## src/rtl/pll_slip_pkg.sv

```systemverilog
package pll_slip_pkg;

  localparam int REG_ADDR_W = 2;

  typedef enum logic [REG_ADDR_W-1:0] {
    REG_CTRL = 2'd0,
    REG_SLIP = 2'd1,
    REG_ARM  = 2'd2,
    REG_LIVE = 2'd3
  } reg_sel_e;

  // A loss counts only for an armed source that was locked last cycle.
  function automatic logic loss_edge(input logic was_locked,
                                     input logic is_locked,
                                     input logic armed);
    return armed & was_locked & ~is_locked;
  endfunction

  // Sticky flag: a new event outranks a clearing write.
  function automatic logic sticky_next(input logic cur,
                                       input logic clr,
                                       input logic set);
    return set | (cur & ~clr);
  endfunction

  // Armed flag: software re-arm drops it, any locked cycle raises it.
  function automatic logic arm_next(input logic cur,
                                    input logic lock_now,
                                    input logic rearm);
    return rearm ? 1'b0 : (cur | lock_now);
  endfunction

endpackage

```

## src/rtl/pll_slip_sync.sv

```systemverilog
module pll_slip_sync #(
  parameter int STAGES = 2
) (
  input  logic clk,
  input  logic rst_n,
  input  logic d_i,
  output logic q_o
);

  logic [STAGES-1:0] chain;

  always_ff @(posedge clk or negedge rst_n) begin
    if (!rst_n) chain <= '0;
    else        chain <= {chain[STAGES-2:0], d_i};
  end

  assign q_o = chain[STAGES-1];

endmodule

```

## src/rtl/pll_slip_tracker.sv

```systemverilog
module pll_slip_tracker
  import pll_slip_pkg::*;
(
  input  logic clk,
  input  logic rst_n,
  input  logic lock_i,
  input  logic rearm_i,
  output logic armed_o,
  output logic slip_o
);

  logic was_q;
  logic armed_q;

  always_ff @(posedge clk or negedge rst_n) begin
    if (!rst_n) begin
      was_q   <= 1'b0;
      armed_q <= 1'b0;
    end else begin
      was_q   <= lock_i;
      armed_q <= arm_next(armed_q, lock_i, rearm_i);
    end
  end

  assign armed_o = armed_q;
  assign slip_o  = loss_edge(was_q, lock_i, armed_q);

endmodule

```

## src/rtl/pll_slip_regs.sv

```systemverilog
module pll_slip_regs
  import pll_slip_pkg::*;
#(
  parameter int NUM_SRC = 2
) (
  input  logic                  clk,
  input  logic                  rst_n,
  input  logic                  we_i,
  input  logic [REG_ADDR_W-1:0] addr_i,
  input  logic [NUM_SRC-1:0]    wdata_i,
  input  logic [NUM_SRC-1:0]    slip_i,
  input  logic [NUM_SRC-1:0]    armed_i,
  input  logic [NUM_SRC-1:0]    live_i,
  output logic [NUM_SRC-1:0]    rdata_o,
  output logic                  irq_en_o,
  output logic [NUM_SRC-1:0]    status_o,
  output logic [NUM_SRC-1:0]    rearm_o
);

  logic hit_ctrl;
  logic hit_slip;
  logic hit_arm;
  logic en_q;
  logic [NUM_SRC-1:0] status_q;

  assign hit_ctrl = we_i && (addr_i == REG_CTRL);
  assign hit_slip = we_i && (addr_i == REG_SLIP);
  assign hit_arm  = we_i && (addr_i == REG_ARM);

  always_ff @(posedge clk or negedge rst_n) begin
    if (!rst_n)        en_q <= 1'b0;
    else if (hit_ctrl) en_q <= wdata_i[0];
  end

  for (genvar g = 0; g < NUM_SRC; g++) begin : g_flag
    always_ff @(posedge clk or negedge rst_n) begin
      if (!rst_n) status_q[g] <= 1'b0;
      else        status_q[g] <= sticky_next(status_q[g], hit_slip & wdata_i[g], slip_i[g]);
    end
  end

  assign rearm_o  = hit_arm ? wdata_i : '0;
  assign irq_en_o = en_q;
  assign status_o = status_q;

  always_comb begin
    rdata_o = '0;
    case (addr_i)
      REG_CTRL: rdata_o[0] = en_q;
      REG_SLIP: rdata_o    = status_q;
      REG_ARM:  rdata_o    = armed_i;
      REG_LIVE: rdata_o    = live_i;
      default:  rdata_o    = '0;
    endcase
  end

endmodule

```

## src/rtl/pll_slip_monitor.sv

```systemverilog
module pll_slip_monitor
  import pll_slip_pkg::*;
#(
  parameter int NUM_SRC     = 2,
  parameter int SYNC_STAGES = 2
) (
  input  logic                  clk,
  input  logic                  rst_n,
  input  logic [NUM_SRC-1:0]    lock_raw_i,
  input  logic                  reg_we_i,
  input  logic [REG_ADDR_W-1:0] reg_addr_i,
  input  logic [NUM_SRC-1:0]    reg_wdata_i,
  output logic [NUM_SRC-1:0]    reg_rdata_o,
  output logic                  irq_o
);

  // Named internal events, visible to the bound checker.
  logic [NUM_SRC-1:0] lock_sync;
  logic [NUM_SRC-1:0] armed;
  logic [NUM_SRC-1:0] slip_evt;
  logic [NUM_SRC-1:0] rearm;
  logic [NUM_SRC-1:0] status;
  logic               irq_en;

  for (genvar g = 0; g < NUM_SRC; g++) begin : g_src
    pll_slip_sync #(.STAGES(SYNC_STAGES)) u_sync (
      .clk   (clk),
      .rst_n (rst_n),
      .d_i   (lock_raw_i[g]),
      .q_o   (lock_sync[g])
    );

    pll_slip_tracker u_trk (
      .clk     (clk),
      .rst_n   (rst_n),
      .lock_i  (lock_sync[g]),
      .rearm_i (rearm[g]),
      .armed_o (armed[g]),
      .slip_o  (slip_evt[g])
    );
  end

  pll_slip_regs #(.NUM_SRC(NUM_SRC)) u_regs (
    .clk      (clk),
    .rst_n    (rst_n),
    .we_i     (reg_we_i),
    .addr_i   (reg_addr_i),
    .wdata_i  (reg_wdata_i),
    .slip_i   (slip_evt),
    .armed_i  (armed),
    .live_i   (lock_sync),
    .rdata_o  (reg_rdata_o),
    .irq_en_o (irq_en),
    .status_o (status),
    .rearm_o  (rearm)
  );

  assign irq_o = irq_en & (|status);

endmodule

```

## config.mk

```make
export PLATFORM = sky130hd
export DESIGN_NAME = pll_slip_monitor
export DESIGN_NICKNAME = d
export VERILOG_FILES = /design/src/rtl/pll_slip_pkg.sv /design/src/rtl/pll_slip_sync.sv /design/src/rtl/pll_slip_tracker.sv /design/src/rtl/pll_slip_regs.sv /design/src/rtl/pll_slip_monitor.sv
export SDC_FILE = /design/constraint.sdc
export NUM_CORES = 1
export LEC_CHECK = 0
export CAP_MARGIN = 20
export CORE_AREA = 3 3 40 42
export CTS_BUF_LIST = sky130_fd_sc_hd__clkbuf_2 sky130_fd_sc_hd__clkbuf_4 sky130_fd_sc_hd__clkbuf_8
export DETAILED_ROUTE_END_ITERATION = 8
export DIE_AREA = 0 0 43 45
export GPL_TIMING_DRIVEN = 1
export PLACE_DENSITY = 0.66
export SLEW_MARGIN = 10
export SYNTH_ARGS = -nofsm -noshare
export SYNTH_HDL_FRONTEND = slang
export SYNTH_SLANG_ARGS = --single-unit
export TNS_END_PERCENT = 10
```

## constraint.sdc

```tcl
create_clock -name clk -period 1.3 [get_ports clk]
set_input_delay 0.26 -clock clk [delete_from_list [all_inputs] [get_ports clk]]
set_output_delay 0.26 -clock clk [all_outputs]
set_load 0.01 [all_outputs]
```

### Word level (Yosys, flattened, before mapping)

Index checks and enable logic that the tools add are counted.

* memories kept: 0
* bits in writable memories: 0
* logic and storage cells: 39
* output and inout port bits: 3
* latch bits: 0
* input port bits: 9
* register bits: 11
* memory bits (read-only): 0

* bitwise gates (word level): 17
* eq/ne operators: 3
* order comparisons: 0
* reduce and logical (&&, ||, !) cells: 5
* mux-type cells: 5
* multiply operators: 0
* shift operators: 0
* div/mod/pow operators: 0
* $add $sub $neg: 0

Operator list (count)
* AND 1 bit: 9
* == test 2 bit, second input constant: 2
* inverter 1 bit: 4
* bitwise OR 1 bit: 4
* one-hot mux 1 bit (4 select lines): 1
* logical AND 1 bit: 3
* one-hot mux 1 bit (3 select lines): 1
* == test 2 x 1 -> 1 bit, second input constant: 1
* logical NOT 2 bit: 1
* 2-to-1 mux 1 bit: 2
* 2-to-1 mux 2 bit: 1
* OR reduction 2 bit: 1

### Longest topological paths before layout

* word-level depth: 6
* mapped depth: 3
* gate-level depth less buffers: 2

### Modules after synthesis

Synthesis repeated with hierarchy kept, for this count alone.

* cell total of the unflattened synthesis: 29
* area, all modules: 451.7 um^2

Modules (own cells, without submodules)
* pll_slip_regs: area each 206.4 um^2, times used 1, cells an instance 16, seq. area each 75.1 um^2
* pll_slip_tracker: area each 68.8 um^2, times used 2, cells an instance 4, seq. area each 50.0 um^2
* pll_slip_sync: area each 50.0 um^2, times used 2, cells an instance 2, seq. area each 50.0 um^2
* pll_slip_monitor: area each 7.5 um^2, times used 1, cells an instance 1, seq. area each 0.0 um^2

### Worst setup path after synthesis

No wires, ideal clock.

* path kind: input to output
* start point: in reg_addr_i[0]
* end point: out reg_rdata_o[0]
* stages on the path: 2
* required time: 1.040 ns
* arrival time: 0.878 ns
* buffers on the path: 1
* path slack: 0.162 ns
* path through: buf_6 -> mux4_2

* longest elaborated chain between the ends: 2
* elaborated cells between the ends (all ways): 5

RTL lines
* start: declaration: line pll_slip_monitor.sv:11 `input logic [REG_ADDR_W-1:0] reg_addr_i,`
* == test 2 bit, or another cell as far along: line pll_slip_regs.sv:48 `case (addr_i)`
* one-hot mux 1 bit (4 select lines) (*): line pll_slip_regs.sv:48
* end: declaration: line pll_slip_monitor.sv:13 `output logic [NUM_SRC-1:0] reg_rdata_o,`

Every way passes the cells marked *; elsewhere a longest branch is shown, timed or not.

### Worst setup path after layout

* start point: reg u_regs.status_q[0], in the netlist u_regs.status_o[0]
* end point: out reg_rdata_o[0]

* longest elaborated chain between the ends: 1

RTL lines
* start: declaration: line pll_slip_regs.sv:24 `logic [NUM_SRC-1:0] status_q;`
* start signal: indexed assignment: line pll_slip_regs.sv:38 `else status_q[g] <= sticky_next(status_q[g], hit_slip & wdata_i[g], slip_i[g]);`
* one-hot mux 1 bit (4 select lines): line pll_slip_regs.sv:48

No other way between the ends.

==> out/metrics.yaml <==
combinational_family_with_the_most_area_after_synthesis: "simple AND/OR/NAND/NOR gates"
worst_clock_skew_ps: 0.651
worstSetupEndpointType: "output port"
detail_route.wirelength_um: 745
post_synth_xor_area_fraction_pct: 0
maxSlewViolCount: 0
antenna-diode-count: 0
h_tree_depth: 1
ios: 12
yosys-mux-area-fraction_pct: 10.1
cp.required_ps: 1040
fill_cells: 116
worst_path_max_delay_cell: "mux4_2"
cts_buffers: 3
grt_pass1_wl_mm: 1.39
syn_to_final_growth_pct: 46.5
initialDrtViolationCount: 0
compound_gate_fraction_of_synth_area_pct: 9.54
worst_skew_pair_latency_ps: 250
failing_checks: "negative setup slack"
clk_path_buf_depth: 2
setup-tns-final_ps: -208
critical-path-max-stage-delay_ps: 440
layout_commonest_cell: "dfrtp_1"
timing_hold_violations_final: 0
timing.critical_path.buf_inv: 1
max-slew-margin-rel_pct: 68.9
cts.root.buffer_cell: "clkbuf_4"
highest_clock_rate_mhz: 670
timing.max_cap.violations: 0
count_of_synthesis_stage_warnings_from_yosys: 0
netlist-cell-type-count: 17
routed-via-count: 334
antenna_found_initial: 0
synthSimpleGateAreaFrac_pct: 12.4
detailedPlacementHpwl_um: 611
start_util_pct: 33.7
synth-seq-cells: 11
layout-drive-gt1-share_pct: 37.0
layout_common_cells: "dfrtp_1, buf_4, clkdlybuf4s50_1"
pwr_density_cell_nw_per_um2: 1190
route.detailed.vias_per_inst: 4.84
tritoncts: "built"
synth_seq_area_share_pct: 63.6
fp-row-count: 13
outcome: "complete, but fails checks"
gpl.final_weighted_congestion: 0.803
clock_sink_count: 11
crit_arrival_ps: 1230
clk_transition_reported_paths_ps: 60
grt_pass1_vias: 359
period_minus_slack_ps: 1490
post_synth_inst_count: 31
detail_route.wl_per_cell_um: 10.8
mappedNetlistNets: 40
ant_nets: 0
nets: 64
port_buffers: 11
worst_slew_pin_slew_ps: 466
fin_crit_sh_pct: 115
peakVddDrop_mv: 0.472
die_width_um: 43
min-delay-path-class: "input port to asynchronous set/reset pin"
dp_slack_ps: -711
die-area_sq_um: 1940
critical_path.max_fanout: 2
postCtsSetupRepairBufs: 0
globalRoute.totalOverflow: 0
route.detailed.drc: 0
synth-adder-area-share_pct: 0
critical_path_class: "register to output port"
syn_area_per_cell_sq_um: 14.0
cellLeakagePower_uw: 0.000284
postLayoutSetupSlackWorst_ps: -193
timing.critical_path.from_type: "register"
drtPass1Iterations: 1
maximum_number_of_pins_on_one_net_before_global_route_repair: 12
cpLargestDelayFamily: "multiplexers"
core_sq_um: 1280
grt_setup_unrepaired: "true"
synth_area_sq_um: 433
chipHeight_um: 45
final_setup_vio_count: 2
track_usage_pct: 10.3
worstPathCellList: "mux4_2 -> buf_2"
==> logic make-up (layout without fill, tap and decap cells) <==
kind of cell	Yosys count	in the layout
buffers and inverters	3	26
and+or+nand+nor	8	8
DFF	11	11
AOI/OAI and AO/OA	6	6
muxes	3	3
==> worst paths after layout <==
| check | end | slack, ps | start | depth (start not counted) |
|---|---|---|---|---|
| max | reg_rdata_o[0] | -190 | u_regs.status_o[0] | 2 |
| min | g_src[0].u_trk.was_q | 320 | rst_n | 1 |
| max reg2reg | u_regs.irq_en_o | 430 | u_regs.irq_en_o | 2 |
| min reg2reg | g_src[0].u_sync.chain[1] | 350 | g_src[0].u_sync.chain[0] | 0 |
| max in group asynchronous | g_src[1].u_trk.armed_o | 660 | rst_n | 1 |
| min in group clk | g_src[0].u_sync.chain[1] | 350 | g_src[0].u_sync.chain[0] | 0 |
==> power breakdown <==
group	switching (uW)	internal, uW
clock	97.0	139
sequential	13.4	368
combinational	50.4	85.3
==> layer usage <==
metal | share of wire, % | up-vias | wire length (um) | track usage, %
li1 | - | 162 | - | -
met1 | 38 | 160 | 281 | 9.69
met2 | 52 | 10 | 387 | 17.1
met3 | 8.7 | 2 | 65 | 2.79
met4 | 1.3 | 0 | 10 | 11.4
met5 | 0 | - | 0 | 0
==> synth_stat cells <==
cell type	instances	area (sq um)
dfrtp_1	11	275
o21a_1	1	7.51
and3b_2	1	10.0
o2bb2ai_1	1	8.76
nand4b_1	2	17.5
nor3b_1	1	7.51
inv_1	2	7.51
mux2_2	1	11.3
nor2_1	2	7.51
buf_6	1	11.3
nand3b_1	1	7.51
a32o_1	1	10.0
mux4_2	1	22.5
nand2_1	1	3.75
mux2i_1	1	10.0
a21oi_1	2	10.0
o21ai_0	1	5.00
==> layout make-up <==
type / instances / area (sq um) / area share, %
Clock buffer: 4 / 30.0 / 4.73
Inverter: 2 / 7.51 / 1.18
Multi-Input combinational cell: 17 / 139 / 21.9
Sequential cell: 11 / 275 / 43.4
Tap cell: 15 / 18.8 / 2.96
Timing Repair Buffer: 20 / 164 / 25.8
==> through the flow <==
stage | utilization (%) | area [sq um] | cells | power [uW] | hold slack (ps)
final | 49.4 | 634 | 69 | 753 | 324
after global routing | 49.4 | 634 | 69 | 800 | 339
after CTS | 49.7 | 638 | 69 | 773 | 331
after detailed placement | 48.1 | 618 | 65 | 538 | 336
after global placement | 48.1 | 618 | 65 | 533 | 334
after floorplan | - | 433 | 31 | 439 | -35.6
==> registers in the layout (all words and copies together) (netlist names) <==
| register | cells |
|---|---|
| u_regs.status_o | 2 |
| g_src.u_trk.was_q | 2 |
| g_src.u_trk.armed_o | 2 |
| u_regs.irq_en_o | 1 |
| g_src.u_sync.chain | 4 |
==> repair_timing <==
item | 4_1_cts | 5_1_grt
resized for setup | 17 | 2
pin swaps | 0 | 0
endpoints found under the hold margin | 0 | 0
hold buffers | 0 | 0
setup endpoints to repair | 4 | 3
Power figures use the tool's default switching activity.
